$ cat config.mk
export PLATFORM = sky130hd
export DESIGN_NAME = srst_seq_top
export DESIGN_NICKNAME = d
export VERILOG_FILES = /design/src/rtl/srst_pkg.sv /design/src/rtl/srst_done_or.sv /design/src/rtl/srst_chain.sv /design/src/rtl/srst_tap_dec.sv /design/src/rtl/srst_guard.sv /design/src/rtl/srst_seq_top.sv
export SDC_FILE = /design/constraint.sdc
export NUM_CORES = 1
export LEC_CHECK = 0
export BUFFER_PORTS_ARGS = -buffer_cell sky130_fd_sc_hd__buf_2
export CAP_MARGIN = 20
export CORE_MARGIN = 2
export CORE_UTILIZATION = 35
export DETAILED_ROUTE_END_ITERATION = 10
export GPL_TIMING_DRIVEN = 0
export HOLD_SLACK_MARGIN = 0.06
export PLACE_DENSITY = 0.66
export SYNTH_ARGS = -nofsm -noshare
export SYNTH_HDL_FRONTEND = slang
export SYNTH_SLANG_ARGS = --single-unit
$ cat constraint.sdc
create_clock -name clk -period 1.6 [get_ports clk]
set_input_delay 0.16 -clock clk [delete_from_list [all_inputs] [get_ports clk]]
set_output_delay 0.16 -clock clk [all_outputs]
set_load 0.01 [all_outputs]
$ cat src/rtl/srst_pkg.sv
package srst_pkg;

    typedef enum logic [2:0] {
        S_STANDBY,
        S_EVAL,
        S_RESET,
        S_SETTLE,
        S_HOLD
    } chain_st_e;

    // Counter width that holds 0..n and never makes n the all-ones value
    function automatic int unsigned cnt_w(input int unsigned n);
        return $clog2(n + 2);
    endfunction

endpackage

$ cat src/rtl/srst_done_or.sv
// Completion detector: a wide OR over RAILS rails per bit for W bits.
module srst_done_or #(
    parameter int unsigned W     = 8,
    parameter int unsigned RAILS = 1
) (
    input  logic [RAILS*W-1:0] rails_i,
    output logic               done_o
);
    logic [W-1:0] bit_act;

    for (genvar i = 0; i < W; i++) begin : g_bit
        if (RAILS == 1) begin : g_single
            assign bit_act[i] = rails_i[i];
        end else begin : g_multi
            logic [RAILS-1:0] grp;
            for (genvar r = 0; r < RAILS; r++) begin : g_rail
                assign grp[r] = rails_i[r*W + i];
            end
            assign bit_act[i] = |grp;
        end
    end

    assign done_o = |bit_act;
endmodule

$ cat src/rtl/srst_chain.sv
// One reset timing chain controller: state machine plus chain position counter.
module srst_chain
    import srst_pkg::*;
#(
    parameter int unsigned TAPS = 7,
    parameter int unsigned DLY  = 3,
    parameter int unsigned CW   = 6
) (
    input  logic          clk,
    input  logic          rst_n,
    input  logic          launch_i,
    input  logic          done_i,
    input  logic          inhibit_i,
    input  logic          hold_i,
    input  logic          static_i,
    output chain_st_e     st_o,
    output logic [CW-1:0] cnt_o,
    output logic          active_o,
    output logic          held_o
);
    localparam int unsigned SPAN = (TAPS - 1) * DLY;
    localparam logic [CW-1:0] END_C = CW'(2 * SPAN);

    chain_st_e     st_q, st_d;
    logic [CW-1:0] cnt_q, cnt_d;

    // State register
    always_ff @(posedge clk or negedge rst_n) begin
        if (!rst_n) begin
            st_q  <= S_STANDBY;
            cnt_q <= '0;
        end else begin
            st_q  <= st_d;
            cnt_q <= cnt_d;
        end
    end

    // Next state
    always_comb begin
        st_d = st_q;
        unique case (st_q)
            S_STANDBY: begin
                if (done_i && !inhibit_i)      st_d = S_RESET;   // FIRE
                else if (done_i && inhibit_i)  st_d = S_EVAL;    // FREEZE
                else if (launch_i)             st_d = S_EVAL;    // LAUNCH
            end
            S_EVAL: begin
                if (done_i && !inhibit_i)      st_d = S_RESET;   // FIRE
            end
            S_RESET: begin
                if (cnt_q == END_C)
                    st_d = done_i ? S_SETTLE : S_STANDBY;        // END_BUSY / END_CLEAN
            end
            S_SETTLE: begin
                if (!done_i)                   st_d = S_STANDBY; // DRAIN
            end
            S_HOLD: begin
                if (!hold_i)                   st_d = S_SETTLE;  // RELEASE
            end
            default:                           st_d = S_STANDBY;
        endcase
        if (hold_i)        st_d = S_HOLD;     // FORCE
        else if (static_i) st_d = S_STANDBY;  // FLATTEN
        cnt_d = (st_q == S_RESET && st_d == S_RESET) ? cnt_q + 1'b1 : '0;
    end

    // Outputs
    always_comb begin
        st_o     = st_q;
        cnt_o    = cnt_q;
        active_o = (st_q == S_RESET);
        held_o   = (st_q == S_HOLD);
    end
endmodule

$ cat src/rtl/srst_tap_dec.sv
// Decodes chain position into staggered tap outputs of equal width.
module srst_tap_dec #(
    parameter int unsigned TAPS = 7,
    parameter int unsigned DLY  = 3,
    parameter int unsigned CW   = 6
) (
    input  logic            active_i,
    input  logic            held_i,
    input  logic [CW-1:0]   cnt_i,
    output logic [TAPS-1:0] tap_o
);
    localparam int unsigned SPAN = (TAPS - 1) * DLY;

    for (genvar k = 0; k < TAPS; k++) begin : g_tap
        localparam logic [CW-1:0] HI = CW'(k * DLY + SPAN);
        if (k == 0) begin : g_first
            assign tap_o[k] = held_i | (active_i && cnt_i <= HI);
        end else begin : g_later
            localparam logic [CW-1:0] LO = CW'(k * DLY);
            assign tap_o[k] = held_i | (active_i && cnt_i >= LO && cnt_i <= HI);
        end
    end
endmodule

$ cat src/rtl/srst_guard.sv
// Token admission: ready indication and sticky launch-during-reset flag.
module srst_guard
    import srst_pkg::*;
(
    input  logic      clk,
    input  logic      rst_n,
    input  logic      launch_i,
    input  chain_st_e main_st_i,
    input  chain_st_e sum_st_i,
    output logic      ready_o,
    output logic      err_o
);
    logic err_q;
    logic in_reset;

    always_comb begin
        in_reset = (main_st_i == S_RESET) || (main_st_i == S_SETTLE) ||
                   (main_st_i == S_HOLD);
    end

    always_ff @(posedge clk or negedge rst_n) begin
        if (!rst_n) err_q <= 1'b0;
        else        err_q <= err_q | (launch_i & in_reset);
    end

    assign ready_o = (main_st_i == S_STANDBY) && (sum_st_i == S_STANDBY);
    assign err_o   = err_q;
endmodule

$ cat src/rtl/srst_seq_top.sv
module srst_seq_top
    import srst_pkg::*;
#(
    parameter int unsigned ROWS     = 7,
    parameter int unsigned ROW_DLY  = 3,
    parameter int unsigned MON_W    = 16,
    parameter int unsigned SUM_W    = 8,
    parameter int unsigned SUM_TAPS = 3,
    parameter int unsigned SUM_DLY  = 1
) (
    input  logic                clk,
    input  logic                rst_n,
    input  logic                launch_i,
    input  logic [MON_W-1:0]    mon_i,
    input  logic [SUM_W-1:0]    sum_t_i,
    input  logic [SUM_W-1:0]    sum_c_i,
    input  logic                tm_eval_i,
    input  logic                tm_hold_i,
    input  logic                tm_static_i,
    output logic [ROWS-1:0]     row_rst_o,
    output logic [SUM_TAPS-1:0] sum_rst_o,
    output logic                ready_o,
    output logic                err_o
);
    localparam int unsigned ROW_CW = cnt_w(2 * (ROWS - 1) * ROW_DLY);
    localparam int unsigned SUM_CW = cnt_w(2 * (SUM_TAPS - 1) * SUM_DLY);

    logic              main_done, sum_done;
    chain_st_e         main_st, sum_st;
    logic [ROW_CW-1:0] main_cnt;
    logic [SUM_CW-1:0] sum_cnt;
    logic              main_act, main_held, sum_act, sum_held;

    srst_done_or #(.W(MON_W), .RAILS(1)) u_main_done (
        .rails_i (mon_i),
        .done_o  (main_done)
    );

    srst_done_or #(.W(SUM_W), .RAILS(2)) u_sum_done (
        .rails_i ({sum_c_i, sum_t_i}),
        .done_o  (sum_done)
    );

    srst_chain #(.TAPS(ROWS), .DLY(ROW_DLY), .CW(ROW_CW)) u_main_chain (
        .clk       (clk),
        .rst_n     (rst_n),
        .launch_i  (launch_i),
        .done_i    (main_done),
        .inhibit_i (tm_eval_i),
        .hold_i    (tm_hold_i),
        .static_i  (tm_static_i),
        .st_o      (main_st),
        .cnt_o     (main_cnt),
        .active_o  (main_act),
        .held_o    (main_held)
    );

    srst_chain #(.TAPS(SUM_TAPS), .DLY(SUM_DLY), .CW(SUM_CW)) u_sum_chain (
        .clk       (clk),
        .rst_n     (rst_n),
        .launch_i  (1'b0),
        .done_i    (sum_done),
        .inhibit_i (tm_eval_i),
        .hold_i    (tm_hold_i),
        .static_i  (tm_static_i),
        .st_o      (sum_st),
        .cnt_o     (sum_cnt),
        .active_o  (sum_act),
        .held_o    (sum_held)
    );

    srst_tap_dec #(.TAPS(ROWS), .DLY(ROW_DLY), .CW(ROW_CW)) u_main_taps (
        .active_i (main_act),
        .held_i   (main_held),
        .cnt_i    (main_cnt),
        .tap_o    (row_rst_o)
    );

    srst_tap_dec #(.TAPS(SUM_TAPS), .DLY(SUM_DLY), .CW(SUM_CW)) u_sum_taps (
        .active_i (sum_act),
        .held_i   (sum_held),
        .cnt_i    (sum_cnt),
        .tap_o    (sum_rst_o)
    );

    srst_guard u_guard (
        .clk       (clk),
        .rst_n     (rst_n),
        .launch_i  (launch_i),
        .main_st_i (main_st),
        .sum_st_i  (sum_st),
        .ready_o   (ready_o),
        .err_o     (err_o)
    );
endmodule

# Yosys cells after proc, flatten, opt, wreduce, memory -nomap -nowiden
# Index checks and enable logic that the tools add are counted.
# op_classes
n_mux	21
n_mul	0
add_sub_neg	2
n_eq_ne	12
div_mod_pow	0
shifts	0
n_bitwise	12
n_reduce_logical	32
n_lt_le_gt_ge	18
# ops
operator	n
$mux 3	16
$reduce_or 16->1	2
$le 6x5->1 const B	5
$pmux 3 s5	2
$logic_and 1x1->1	25
$eq 3x2->1 const B	6
$ge 6x4->1 const B	3
$le 6x6->1 const B	2
$or 1x1->1	11
$eq 3x3->1 const B	3
$add 6x1->6 const B	1
$eq 3x1->1 const B	2
$eq 6x6->1 const B	1
$ge 6x2->1 const B	1
$ge 6x3->1 const B	1
$ge 6x5->1 const B	1
$le 3x2->1 const B	2
$logic_not 3->1	2
$mux 6	1
$mux 2	2
$add 3x1->3 const B	1
$ge 3x1->1 const B	1
$ge 3x2->1 const B	1
$le 3x3->1 const B	1
other kinds (3)	4
# totals
mem_count	0
input_bits	38
output_inout_bits	12
ff_bits	16
wordCells	102
romBits	0
latchBits	0
ramBits	0

# Depth between registers and ports, before layout
# depth
depth_word	10
depth_mapped	7
mapped_depth_nobuf	7

# Modules after synthesis
# Synthesis repeated with hierarchy kept, for this count alone.
# unflattened
cells_unflattened	139
area_unflattened_um2	1194.9
# by_module_without_submodules
mod	seq_area_each_um2	area_per_inst_um2	n_inst	cells_per_inst
srst_chain (u_main_chain)	225.2	488.0	1	50
srst_chain (u_sum_chain)	150.1	340.3	1	34
srst_tap_dec (u_main_taps)	0.0	185.2	1	31
srst_guard	25.0	65.1	1	6
srst_done_or	0.0	31.3	2	5
srst_tap_dec (u_sum_taps)	0.0	50.0	1	7
srst_seq_top	0.0	3.8	1	1

# Worst setup path before layout
# Ideal clock, no wire load.
# synth_timing
path_type	flip-flop to flip-flop
start	register u_main_chain.cnt_q[1] (netlist: u_main_chain.cnt_o[1])
end	register u_main_chain.cnt_q[2] (netlist: u_main_chain.cnt_o[2])
setup_ns	0.127
path_stages_with_launch	8
period_less_slack_ns	1.560
n_path_buf	0
slack_ns	0.040
arrival_ns	1.433
t_required_ns	1.473
cell_sequence	dfrtp_1 inv_1 ha_1 nand4b_2 o41ai_2 a211oi_1 o211ai_2 nor2_1
# synth_via
elab_chain_len	8
elab_cells_between_ends	9
classes_between	1 x add/sub; 2 x eq/ne; 5 x mux; 1 x reduce/logical
# synth_lines
item	line	rtl
start, declared	srst_chain.sv:25	logic [CW-1:0] cnt_q, cnt_d;
start signal, assigned	srst_chain.sv:34	cnt_q <= cnt_d;
$eq 6x6->1	srst_chain.sv:51	if (cnt_q == END_C)
$mux 3	srst_chain.sv:51	
$pmux 3 s5	srst_chain.sv:41	unique case (st_q)
$mux 3	srst_chain.sv:63	else if (static_i) st_d = S_STANDBY;
$mux 3	srst_chain.sv:62	if (hold_i) st_d = S_HOLD;
$eq 3x2->1	srst_chain.sv:64	cnt_d = (st_q == S_RESET && st_d == S_RESET) ? cnt_q + 1'b1 : '0;
$logic_and 1x1->1	srst_chain.sv:64	
$mux 6 *	srst_chain.sv:64	
net u_main_chain.cnt_d[2]	srst_chain.sv:25	
# The timed path passes the listed nets; every way through them passes the cells marked *.

# Worst setup path in the final report
# layout_timing
start	register u_main_chain.cnt_q[1] (netlist: u_main_chain.cnt_o[1])
end	output row_rst_o[2]
# layout_via
elab_chain_len	4
elab_cells_between_ends	5
classes_between	2 x order compare; 1 x bitwise; 2 x reduce/logical
# layout_lines
item	line	rtl
$ge 6x3->1	srst_tap_dec.sv:20	assign tap_o[k] = held_i | (active_i && cnt_i >= LO && cnt_i <= HI);
$logic_and 1x1->1	srst_tap_dec.sv:20	
$logic_and 1x1->1 *	srst_tap_dec.sv:20	
$or 1x1->1 *	srst_tap_dec.sv:20	
end, declared	srst_seq_top.sv:20	output logic [ROWS-1:0] row_rst_o,
# Mark *: on every way between the ends. The rest lies on a longest branch, timed or not.

==> reports/results.ini <==
[timing]
max_freq_ghz=0.5495
rsz0062_at_grt=yes
worstMarginPinSlew_ns=0.3779
fin_ws_ns=-0.2197
finClkSkew_ns=0.006073
drv_slew=0
fin_crit_sh=1.137
setup_viol=15
hold_violations=0
period_needed_ns=1.820
relSlewSlack=0.7472

[place]
place_hpwl_mm=2.262
port_buffers=49
gp_congestion=0.8010
place_ws_ns=-0.1662

[routing]
first_iter_violations=104
wl_mm=3.786
vias=1420
drt-pass1-iter-count=4
post_drt_wl_per_cell_um=13.82
drt_drc_violations_left=0
via_per_inst=5.182
ant_nets=0

[setup_path]
worst-setup-path-type=reg -> out
r2r_setup_slack_ns=-0.15
crit_fanout=3
worst_setup_path_end_kind=primary output
required_ns=1.44
start_kind=flip-flop
crit_arrival_ns=1.66

[synth]
async_flop_share=1.000
ys_types=42
syn-num-nets=198
synth_area_um2=1255
synth_edf_count=0
yosys_warnings=0
postSynthCellCount=153
yosysSeqAreaShare=0.3190
avgSynthCellArea_um2=8.202
synth_ff_type=dfrtp_1
synth-seq-cells=16

[clock_tree]
clk_latency_ns=0.29
cts.sinks=16
numCtsBuffers=3
path_clk_slew_ns=0.10
cts_tree=yes
root_buffer=clkbuf_4
cts.path.max_buffers=2
cts-htree-levels=1

[power_and_ir_drop]
power_density_nw_per_um2=429.8
p_leak_uw=0.0008900
vdd_ir_drop_max_mv=0.3514
p_total_uw=857.1

[job]
max_cap_violations=0

[floorplan]
pin_count=50
die_x_um=63.88
core_um2=3390
start_util=0.3702
num_rows=21
dieArea_um2=4081
die_h_um=63.88

[min_path]
hp-class=in -> reg

[global_route]
grt_pass1_vias=1305
track_usage=0.1701
antenna_found_initial=0
gr-total-overflow=0
grt_pass1_wl_mm=5.609
grt_max_degree=17

[run_status]
violations=negative setup slack
outcome=complete, but fails checks

[finish]
drive_above_1_share=0.5658
area_growth_syn_to_layout_pct=58.92
post-route-util=0.5884
nets=275
n_antenna_cell=0

-- final cells by class --
cell class / instances / area (um2)
buffer: 6 / 48.80
clock buffer: 3 / 22.52
fill: 287 / 1395
inverter: 9 / 36.28
multi-input combinational: 120 / 968.4
sequential: 16 / 410.4
tap: 46 / 57.56
timing repair buffer: 74 / 450.4
-- per-stage QoR --
step / instance area [um2] / setup TNS, ns / instances / hold WS, ns
finish: 1994 / -2.113 / 274 / 0.06921
floorplan: 1255 / 0 / 153 / -0.1356
detailed placement: 1558 / -0.8418 / 248 / 0.09203
global route: 1994 / -3.734 / 274 / 0.08341
CTS: 1832 / -1.782 / 265 / 0.08209
global placement: 1558 / -0.9436 / 248 / 0.09166
-- cell usage after synthesis, drive strengths merged (3+ instances only) --
cell type / instances / area, um2
xnor2: 3 / 26.28
and2: 3 / 20.02
dfrtp: 16 / 400.4
o21ai: 10 / 50.05
a21oi: 11 / 55.05
inv: 9 / 33.78
clkbuf: 4 / 15.01
nor2: 25 / 93.84
nor4: 10 / 87.59
nand2b: 4 / 25.02
nand3: 4 / 20.02
ha: 7 / 87.58
buf: 4 / 22.52
nor2b: 3 / 18.77
nand3b: 4 / 30.03
nand2: 9 / 33.78
-- repair_timing --
item | 4_1_cts | 5_1_grt
hold endpoints to repair | 16 | 0
endpoints found under the setup margin | 14 | 21
pin swaps | 19 | 19
hold buffers | 1 | 0
resized for setup | 41 | 25
setup buffers | 14 | 10
-- state kept, by name, summed over array words and instances, names as in the netlist --
name	flops
u_main_chain.cnt_o	6
u_main_chain.st_o	3
u_sum_chain.cnt_o	3
u_sum_chain.st_o	3
u_guard.err_o	1
-- worst paths after layout --
kind	from	to	depth (start not counted)
max	u_main_chain.cnt_o[1]$_DFF_PN0_	row_rst_o[2]	7
min	tm_hold_i	u_sum_chain.st_o[2]$_DFF_PN0_	2
max reg2reg	u_main_chain.cnt_o[1]$_DFF_PN0_	u_main_chain.cnt_o[3]$_DFF_PN0_	8
min reg2reg	u_guard.err_o$_DFF_PN0_	u_guard.err_o$_DFF_PN0_	1
max in group asynchronous	rst_n	u_sum_chain.cnt_o[2]$_DFF_PN0_	2
min in group asynchronous	rst_n	u_main_chain.cnt_o[4]$_DFF_PN0_	2
-- cells by family (layout without fill, tap and decap cells) --
group                      Yosys count  after routing  share of synthesized area
AOI/OAI and AO/OA                   37             37                     0.2014
xor gates and xnor gates             4              4                    0.02792
adders and majority gates            7              7                    0.06979
buffers and inverters               17             92                    0.05682
DFF                                 16             16                     0.3190
and+or+nand+nor                     72             72                     0.3250
-- placed cells by master (no fill, tap or decap), types with 2 or more instances in the layout --
cell type and count:
and2_1 2, clkbuf_4 3, a21oi_2 3, nand2b_1 4
ha_2 3, nand3_1 4, nor3_1 2, o21ai_0 6
nor2_2 2, o31ai_2 2, dfrtp_1 8, inv_1 4
nor4_1 4, ha_4 4, dfrtp_2 8, clkbuf_1 2
nor2b_1 3, nand2_2 2, and4_1 2, o211a_1 2
nand3b_1 4, buf_4 21, nor2_1 22, buf_6 7
o21ai_1 3, buf_2 49, a21oi_1 7, inv_2 4
xnor2_1 3, a211oi_2 2, nor4_2 5, nand2_1 7
-- metal layers --
layer	vias up	part of all wire	wire length (um)	global-route usage
met2	55	0.51	1922	0.2917
met4	0	0.018	68	0.06793
met5	-	0	0	0
li1	701	-	-	-
met3	9	0.049	187	0.02641
met1	655	0.42	1607	0.2124
-- critical path, stage by stage, from the launching register on --
cell and delay, ns:
dfrtp_1 0.41, inv_2 0.11, ha_4 0.16, buf_4 0.13, nand2b_1 0.07, a311o_1 0.31
nand2_1 0.06, buf_2 0.12
-- where the power goes --
group / switching, uW / internal (uW)
logic: 104 / 103
registers: 15.4 / 413
clock network: 134 / 87.7
(Power assumes the default switching activity.)
